## src/rtl/stall_wd_pkg.sv

```systemverilog
package stall_wd_pkg;

  localparam int THR_W     = 8;
  localparam int SHIFT_W   = 3;
  localparam int PS_W      = 13;
  localparam int PS_BASE   = 8000;
  localparam int CH_STRIDE = THR_W + SHIFT_W + 1;
  localparam int N_CH      = 2;

  localparam logic [31:0] CFG_POWERUP = 32'h0081_0810;

  typedef struct packed {
    logic               en;
    logic [SHIFT_W-1:0] shift;
    logic [THR_W-1:0]   thr;
  } chan_cfg_t;

  function automatic chan_cfg_t pick_cfg(input logic [31:0] word, input int ch);
    chan_cfg_t c;
    c.thr   = word[ch*CH_STRIDE +: THR_W];
    c.shift = word[ch*CH_STRIDE + THR_W +: SHIFT_W];
    c.en    = word[ch*CH_STRIDE + THR_W + SHIFT_W];
    return c;
  endfunction

endpackage

```

## src/rtl/stall_prescaler.sv

```systemverilog
module stall_prescaler #(
  parameter int PS_W    = 13,
  parameter int SHIFT_W = 3,
  parameter int BASE    = 8000
) (
  input  logic               clk,
  input  logic               rst_n,
  input  logic               run,
  input  logic [SHIFT_W-1:0] shift,
  output logic               tick_o
);

  localparam logic [PS_W-1:0] BASE_V = PS_W'(BASE);

  logic [PS_W-1:0] cnt;
  logic [PS_W-1:0] limit;
  logic            at_wrap;

  assign limit   = BASE_V >> shift;
  assign at_wrap = (cnt >= limit);
  assign tick_o  = run && at_wrap;

  always_ff @(posedge clk or negedge rst_n) begin
    if (!rst_n)       cnt <= '0;
    else if (!run)    cnt <= '0;
    else if (at_wrap) cnt <= '0;
    else              cnt <= cnt + 1'b1;
  end

  // a count at or past the limit returns to zero on the next edge
  p_wrap_return_r1: assert property (@(posedge clk) disable iff (!rst_n)
    (run && at_wrap) |=> (cnt == '0));

  // below the limit the count steps by one
  p_count_step_r1: assert property (@(posedge clk) disable iff (!rst_n)
    (run && !at_wrap) |=> (cnt == $past(cnt) + 1'b1));

  // leaving the active state zeroes the count
  p_idle_zero_r5: assert property (@(posedge clk) disable iff (!rst_n)
    !run |=> (cnt == '0));

endmodule

```

## src/rtl/stall_tick_timer.sv

```systemverilog
module stall_tick_timer #(
  parameter int THR_W = 8
) (
  input  logic             clk,
  input  logic             rst_n,
  input  logic             run,
  input  logic             tick,
  input  logic [THR_W-1:0] thr,
  input  logic             clr,
  output logic             irq_o
);

  localparam int          CNT_W   = THR_W + 1;
  localparam logic [CNT_W-1:0] CNT_TOP = '1;

  logic [CNT_W-1:0] ticks;
  logic             over;

  assign over = run && (ticks > {1'b0, thr});

  always_ff @(posedge clk or negedge rst_n) begin
    if (!rst_n)                         ticks <= '0;
    else if (!run)                      ticks <= '0;
    else if (tick && ticks != CNT_TOP)  ticks <= ticks + 1'b1;
  end

  always_ff @(posedge clk or negedge rst_n) begin
    if (!rst_n)    irq_o <= 1'b0;
    else if (clr)  irq_o <= 1'b0;
    else if (over) irq_o <= 1'b1;
  end

  // each tick advances the count until saturation
  p_tick_advance_r2: assert property (@(posedge clk) disable iff (!rst_n)
    (run && tick && ticks != CNT_TOP) |=> (ticks == $past(ticks) + 1'b1));

  // clear beats a concurrent set
  p_clear_wins_r6: assert property (@(posedge clk) disable iff (!rst_n)
    clr |=> !irq_o);

  // the flag holds without a clear
  p_sticky_r6: assert property (@(posedge clk) disable iff (!rst_n)
    (irq_o && !clr) |=> irq_o);

  // an inactive channel never raises its flag
  p_no_set_idle_r3: assert property (@(posedge clk) disable iff (!rst_n)
    (!run && !irq_o) |=> !irq_o);

endmodule

```

## src/rtl/stall_channel.sv

```systemverilog
module stall_channel
  import stall_wd_pkg::*;
#(
  parameter int P_PS_W    = PS_W,
  parameter int P_SHIFT_W = SHIFT_W,
  parameter int P_THR_W   = THR_W,
  parameter int P_BASE    = PS_BASE
) (
  input  logic                 clk,
  input  logic                 rst_n,
  input  logic                 en,
  input  logic [P_SHIFT_W-1:0] shift,
  input  logic [P_THR_W-1:0]   thr,
  input  logic                 stall_i,
  input  logic                 xfer_i,
  input  logic                 clr_i,
  output logic                 irq_o
);

  logic run;
  logic tick;

  assign run = en && stall_i && !xfer_i;

  stall_prescaler #(
    .PS_W   (P_PS_W),
    .SHIFT_W(P_SHIFT_W),
    .BASE   (P_BASE)
  ) u_prescaler (
    .clk   (clk),
    .rst_n (rst_n),
    .run   (run),
    .shift (shift),
    .tick_o(tick)
  );

  stall_tick_timer #(
    .THR_W(P_THR_W)
  ) u_timer (
    .clk  (clk),
    .rst_n(rst_n),
    .run  (run),
    .tick (tick),
    .thr  (thr),
    .clr  (clr_i),
    .irq_o(irq_o)
  );

  // with enable low the flag can only stay or fall
  p_en_low_no_rise_r3: assert property (@(posedge clk) disable iff (!rst_n)
    (!en && !irq_o) |=> !irq_o);

endmodule

```

## src/rtl/dma_stall_watchdog.sv

```systemverilog
module dma_stall_watchdog
  import stall_wd_pkg::*;
(
  input  logic        clk,
  input  logic        rst_n,
  input  logic [31:0] cfg_word,
  input  logic        tx_stall,
  input  logic        tx_xfer,
  input  logic        tx_irq_clr,
  input  logic        rx_stall,
  input  logic        rx_xfer,
  input  logic        rx_irq_clr,
  output logic        tx_hung_irq,
  output logic        rx_hung_irq
);

  localparam int USED_W = N_CH * CH_STRIDE;

  logic [N_CH-1:0] stall_v;
  logic [N_CH-1:0] xfer_v;
  logic [N_CH-1:0] clr_v;
  logic [N_CH-1:0] irq_v;
  logic            unused_cfg_hi;

  assign stall_v = {rx_stall, tx_stall};
  assign xfer_v  = {rx_xfer, tx_xfer};
  assign clr_v   = {rx_irq_clr, tx_irq_clr};
  assign unused_cfg_hi = ^cfg_word[31:USED_W];

  for (genvar c = 0; c < N_CH; c++) begin : g_ch
    chan_cfg_t cc;
    assign cc = pick_cfg(cfg_word, c);

    stall_channel u_chan (
      .clk    (clk),
      .rst_n  (rst_n),
      .en     (cc.en),
      .shift  (cc.shift),
      .thr    (cc.thr),
      .stall_i(stall_v[c]),
      .xfer_i (xfer_v[c]),
      .clr_i  (clr_v[c]),
      .irq_o  (irq_v[c])
    );
  end

  assign tx_hung_irq = irq_v[0];
  assign rx_hung_irq = irq_v[1];

  // a transmit clear leaves a set receive flag alone when rx is not cleared
  p_rx_kept_r9: assert property (@(posedge clk) disable iff (!rst_n)
    (rx_hung_irq && !rx_irq_clr) |=> rx_hung_irq);

endmodule

```

## config.mk

```make
export PLATFORM = sky130hd
export DESIGN_NAME = dma_stall_watchdog
export DESIGN_NICKNAME = d
export VERILOG_FILES = /design/src/rtl/stall_wd_pkg.sv /design/src/rtl/stall_prescaler.sv /design/src/rtl/stall_tick_timer.sv /design/src/rtl/stall_channel.sv /design/src/rtl/dma_stall_watchdog.sv
export SDC_FILE = /design/constraint.sdc
export NUM_CORES = 1
export LEC_CHECK = 0
export ABC_AREA = 1
export CORE_UTILIZATION = 38
export CTS_CLUSTER_SIZE = 12
export DETAILED_ROUTE_END_ITERATION = 10
export SLEW_MARGIN = 20
export SYNTH_ARGS = -nofsm -noshare
export SYNTH_HDL_FRONTEND = slang
export SYNTH_HIERARCHICAL = 1
export SYNTH_SLANG_ARGS = --single-unit
```

## constraint.sdc

```tcl
create_clock -name clk -period 5.5 [get_ports clk]
set_input_delay 1.65 -clock clk [delete_from_list [all_inputs] [get_ports clk]]
set_output_delay 1.65 -clock clk [all_outputs]
set_load 0.1 [all_outputs]
```

---- Yosys cells after proc, flatten, opt, wreduce, memory -nomap -nowiden ----
Cells that the tools add are included.
operators by class
  mux-type cells .......................... 12
  equal/unequal tests ..................... 4
  magnitude comparators ................... 4
  reduce and logical (&&, ||, !) cells .... 14
  add/subtract/negate cells ............... 4
  shift operators ......................... 2
operators with widths
  operator                                                              number
  13-bit 2-to-1 mux                                                     4
  9-bit 2-to-1 mux                                                      4
  13-bit by 1-bit adder with 13-bit output (second input constant)      2
  13-bit >= comparator                                                  2
  13-bit by 3-bit >> shifter with 13-bit output (first input constant)  2
  9-bit by 1-bit adder with 9-bit output (second input constant)        2
  9-bit by 8-bit greater-than comparator with 1-bit output              2
  9-bit != test (second input constant)                                 2
  1-bit logical AND                                                     10
  1-bit 2-to-1 mux                                                      4
  2-bit != test (second input constant)                                 2
  2-bit nonzero test                                                    2
  1-bit zero test                                                       2
storage, ports and cells
  output and inout bits ................... 2
  input bits .............................. 40
  word-level logic and storage cells ...... 46
  bits in registers ....................... 46

---- Depth between registers and ports, before layout ----
  depth in word-level cells ............... 6
  gate-level depth with buffers ........... 15
  gate-level depth less buffers ........... 15

---- Modules after synthesis ----
Netlist, hierarchy kept.
by module, submodules not included
  module            area an instance (um2)  sequential area each (um2)  cells an instance  instances
  stall_prescaler   1037.2                  325.3                       128                2
  stall_tick_timer  728.2                   250.2                       97                 2
  stall_channel     10.0                    0.0                         2                  2

---- Worst setup path after synthesis ----
Ideal clock, no wire load.
  kind .................................... in2reg
  from .................................... input port cfg_word[8]
  to ...................................... register g_ch[0].u_chan.u_timer.ticks[7]
  path buffers ............................ 0
  arrival time ............................ 3.410 ns
  path slack .............................. 1.968 ns
  stages on the path ...................... 15
  setup time .............................. 0.122 ns
  required time ........................... 5.378 ns
  path through ............................ inv_1 > o21ai_0 > o21ai_0 > ha_1 > nand2_1 > nor2_1 > nand2_1 > nor2_2 > nor2_2 > a31oi_1 > nand2_2 > nor2_2 > nand4_1 > o21ai_1 > a21oi_1
between the ends
  cells in the longest elaborated chain, start to end .. 5
ends and longest elaborated chain
  item                                           line                     RTL
  start, declared                                dma_stall_watchdog.sv:6  input logic [31:0] cfg_word,
  13-bit by 3-bit >> shifter with 13-bit output  stall_prescaler.sv:19    assign limit = BASE_V >> shift;
  13-bit >= comparator                           stall_prescaler.sv:20    assign at_wrap = (cnt >= limit);
  1-bit logical AND                              stall_prescaler.sv:21    assign tick_o = run && at_wrap;
  via g_ch[0].u_chan.tick                        stall_channel.sv:21      logic tick;
  1-bit logical AND                              stall_tick_timer.sv:24   else if (tick && ticks != CNT_TOP) ticks <= ticks + 1'b1;
  2-bit != test (no line)                        n/a
  end signal, assigned                           stall_tick_timer.sv:24
  end, declared                                  stall_tick_timer.sv:16   logic [CNT_W-1:0] ticks;
The timed path passes the listed nets, and every way through them passes these cells.
A chain may end at the register's enable or synchronous reset.

---- Final worst setup path ----
Ends and elaborated chain as after synthesis.

==> results.json <==
{
  "grt_pass1_vias": 2874,
  "path_common_cell": "nand2_1",
  "clkLatencyLatePin_ns": 0.30,
  "rows": 34,
  "rr_startpoint": "g_ch[0].u_chan/u_prescaler/cnt[8]",
  "slew_viol_final": 0,
  "globalplace.congestion": 0.8432,
  "area_growth_pct": 14.94,
  "setup_viol": 0,
  "multi_input_area_mm2": 0.002097,
  "finClkSkew_ns": 0.007346,
  "setup.worst_path.class": "in2reg",
  "p_int_w": 0.0004626,
  "regArea_mm2": 0.001151,
  "vias_per_cell": 4.747,
  "synth_nets": 542,
  "sequentialPowerShare_pct": 54.4,
  "power_frac_comb_pct": 12.1,
  "hold_class": "reg2reg",
  "power.share.clock_pct": 33.5,
  "synth.largest_area_cell": "dfrtp_1",
  "grt_use_met2_pct": 27.14,
  "wirelength_um": 6591,
  "drtIter0Drc": 87,
  "synth_area_mm2": 0.003551,
  "fin_tns_setup_ns": 0,
  "grt.met3_usage_pct": 2.411,
  "yosysWarnings": 6,
  "tightest_slew_ns": 0.9621,
  "leakagePower_nw": 1.924,
  "slew_headroom_pct": 35.66,
  "grt_max_degree": 47,
  "cts_max_level": 2,
  "top_usage_layer": "met2",
  "clock.fmax_mhz": 239.3,
  "period_needed_ns": 4.179,
  "antenna_cells": 0,
  "cp.required_ns": 5.70,
  "portBuffers": 33,
  "initial_core_util_pct": 39.94,
  "ys_top_cells_by_area": "dfrtp_1, ha_1, nand2_1",
  "wire_per_inst_um": 10.97,
  "coreArea_mm2": 0.008891,
  "p_sw_share_pct": 25.88,
  "whs_ns": 0.4646,
  "cp_cell_sequence": "clkdlybuf4s50_1 > inv_1 > o21ai_0 > o21ai_0 > ha_1 > nand2_1 > nor2_1 > nand2_1 > nand3_1 > nand2_1 > a31oi_1 > nand2_2 > nor2_2 > nand4_1 > o21ai_1 > a21oi_1",
  "hp-start": "g_ch[0].u_chan/u_prescaler/cnt[0]",
  "dr.pass1.iters": 6,
  "crit_path_start": "cfg_word[8]",
  "synth_top_area_share_pct": 32.42,
  "die_w_um": 98.67,
  "status": "completed",
  "crit_family": "simple AND/OR/NAND/NOR gates",
  "cp.arrival_ns": 4.38,
  "power_switching_w": 0.0001615,
  "grt_pass1_wl_um": 12090,
  "start_kind": "primary input",
  "hold_violations": 0,
  "dieArea_mm2": 0.009735,
  "ant_nets": 0,
  "post-route-period-util_pct": 75.98,
  "critical_path.max_fanout": 6,
  "grt_usage_pct": 15.10,
  "synth_cells": 454,
  "drive_gt1_share_pct": 12.37,
  "avgSynthCellArea_um2": 7.821,
  "end_kind": "flop",
  "power.density_mw_per_mm2": 152.9,
  "cts.sinks": 46,
  "path_clk_slew_ns": 0.09,
  "clk_path_buf_depth": 2,
  "grt_util_met1_pct": 18.45,
  "synth_cell_type_count": 27,
  "cts_tree": "built",
  "cts_buffers": 5,
  "ys_seq_area_share_pct": 32.42,
  "slowest_stage": "clkdlybuf4s50_1",
  "num-fill-cells": 878,
  "ios": 42,
  "dp_hpwl_um": 5213,
  "cts_root_buffer": "clkbuf_8",
  "antenna_found_initial": 0,
  "drc_errors": 0,
  "ctsResizeCount": 0,
  "path_buf_inv": 2,
  "critPathMaxStageDelay_ns": 0.54,
  "ir_drop_uv": 73.43,
  "rsz0062_at_grt": "false",
  "ys_ff_latch": 46,
  "num_vias": 2853,
  "ctsHoldBuffers": 0,
  "cts_setup_buffers": 0,
  "maxCapViolations": 0,
  "layout.nets": 580,
  "die_h_um": 98.67,
  "overflow": 0
}
==> through the flow <==
stage	cell area [µm²]	total power (W)	utilization, %	std cells	setup slack (ns)
after floorplan	3551	0.0003837	-	454	1.968
after global placement	3989	0.0004206	44.86	593	1.053
after detailed placement	3989	0.0004222	44.86	593	0.9961
after CTS	4079	0.0006392	45.88	601	1.316
after global routing	4081	0.0006677	45.90	601	0.9814
final	4081	0.0006241	45.90	601	1.321
==> state kept, by name (all words and copies together), names as in the netlist <==
| name | cells |
|---|---|
| g_ch.u_chan/u_timer/ticks | 18 |
| g_ch.u_chan/u_timer/irq_o | 2 |
| g_ch.u_chan/u_prescaler/cnt | 26 |
==> cell usage after synthesis <==
cell type	instances
nand2_2	6
nand3_2	2
xor2_1	20
nand3_1	20
nand4_2	2
nor3b_1	2
a31oi_1	2
inv_1	72
nor2_1	34
xnor2_1	4
dfrtp_1	46
nand3b_1	2
and3_2	2
nor2_2	32
ha_1	48
nand4_1	6
nor2_4	2
buf_6	2
nor3_2	4
nand2_1	94
o21ai_0	14
clkinv_2	2
or2_0	2
a21oi_1	24
a21o_1	2
o221ai_1	2
o21ai_1	6
==> routing by layer <==
| metal | wire, µm | vias to the layer above |
|---|---|---|
| met2 | 3183 | 31 |
| met5 | 0 | - |
| met1 | 3169 | 1291 |
| met3 | 152 | 6 |
| met4 | 86 | 0 |
| li1 | - | 1525 |
==> layout make-up <==
cell class,instances,share of cell area [%]
Sequential cell,46,28.20
Clock buffer,5,1.686
Clock inverter,3,0.5212
Timing Repair Buffer,33,8.032
Inverter,74,6.867
Tap cell,108,3.311
Multi-Input combinational cell,332,51.38
==> worst reg2reg max path, cell delays in order (launching register included) <==
cell     delay, ns
dfrtp_1       0.44
ha_1          0.32
nand2_1       0.06
nor2_1        0.12
nand2_1       0.09
inv_1         0.06
nand2_1       0.07
a31oi_1       0.26
nand2_2       0.15
nor2_2        0.20
nand4_1       0.14
o21ai_1       0.16
a21oi_1       0.05
==> cell usage in the layout, fill, tap and decap left out <==
| cell | Yosys | final |
|---|---|---|
| nand2_1 | 94 | 94 |
| inv_1 | 72 | 72 |
| ha_1 | 48 | 48 |
| dfrtp_1 | 46 | 46 |
| nor2_1 | 34 | 34 |
| nor2_2 | 32 | 32 |
| clkdlybuf4s50_1 | 0 | 32 |
| a21oi_1 | 24 | 24 |
| nand3_1 | 20 | 20 |
| xor2_1 | 20 | 20 |
| o21ai_0 | 14 | 14 |
| nand2_2 | 6 | 6 |
| o21ai_1 | 6 | 6 |
| nand4_1 | 6 | 6 |
| clkbuf_8 | 0 | 5 |
| nor3_2 | 4 | 4 |
| xnor2_1 | 4 | 4 |
| clkinv_2 | 2 | 3 |
| nor2_4 | 2 | 2 |
| a21o_1 | 2 | 2 |
| nand4_2 | 2 | 2 |
| nand3_2 | 2 | 2 |
| a31oi_1 | 2 | 2 |
| and3_2 | 2 | 2 |
| nand3b_1 | 2 | 2 |
| or2_0 | 2 | 2 |
| nor3b_1 | 2 | 2 |
| o221ai_1 | 2 | 2 |
| clkinvlp_4 | 0 | 1 |
| clkinv_4 | 0 | 1 |
| buf_4 | 0 | 1 |
==> path summary, 6_finish.rpt <==
kind | end | slack [ns] | cells after the start
max | g_ch[0].u_chan/u_timer/ticks[7] | 1.32 | 16
min | g_ch[0].u_chan/u_prescaler/cnt[0] | 0.46 | 1
max reg2reg | g_ch[0].u_chan/u_timer/ticks[7] | 3.26 | 12
min reg2reg | g_ch[0].u_chan/u_prescaler/cnt[0] | 0.46 | 1
max in group asynchronous | g_ch[0].u_chan/u_prescaler/cnt[11] | 3.77 | 1
min in group asynchronous | g_ch[1].u_chan/u_prescaler/cnt[1] | 1.34 | 1
==> kinds of logic (layout without fill, tap and decap cells) <==
logic type                 count (synthesis)  count (layout)  synth area share [%]
AOI/OAI and AO/OA                         50              50                 7.470
adders and majority gates                 48              48                 16.91
buffers and inverters                     76             115                 8.527
DFF                                       46              46                 32.42
and+or+nand+nor                          210             210                 28.75
xor gates and xnor gates                  24              24                 5.920
==> power by group through the flow <==
stage / Sequential (W) / Combinational [W] / Clock, W
2_1_floorplan: 0.000346 / 0.0000377 / 0
3_3_place_gp: 0.000346 / 0.0000746 / 0
3_5_place_dp: 0.000346 / 0.0000762 / 0
4_1_cts: 0.000339 / 0.0000772 / 0.000223
5_1_grt: 0.000339 / 0.0000882 / 0.000240
6_report: 0.000339 / 0.0000756 / 0.000209
(Power assumes the default switching activity.)
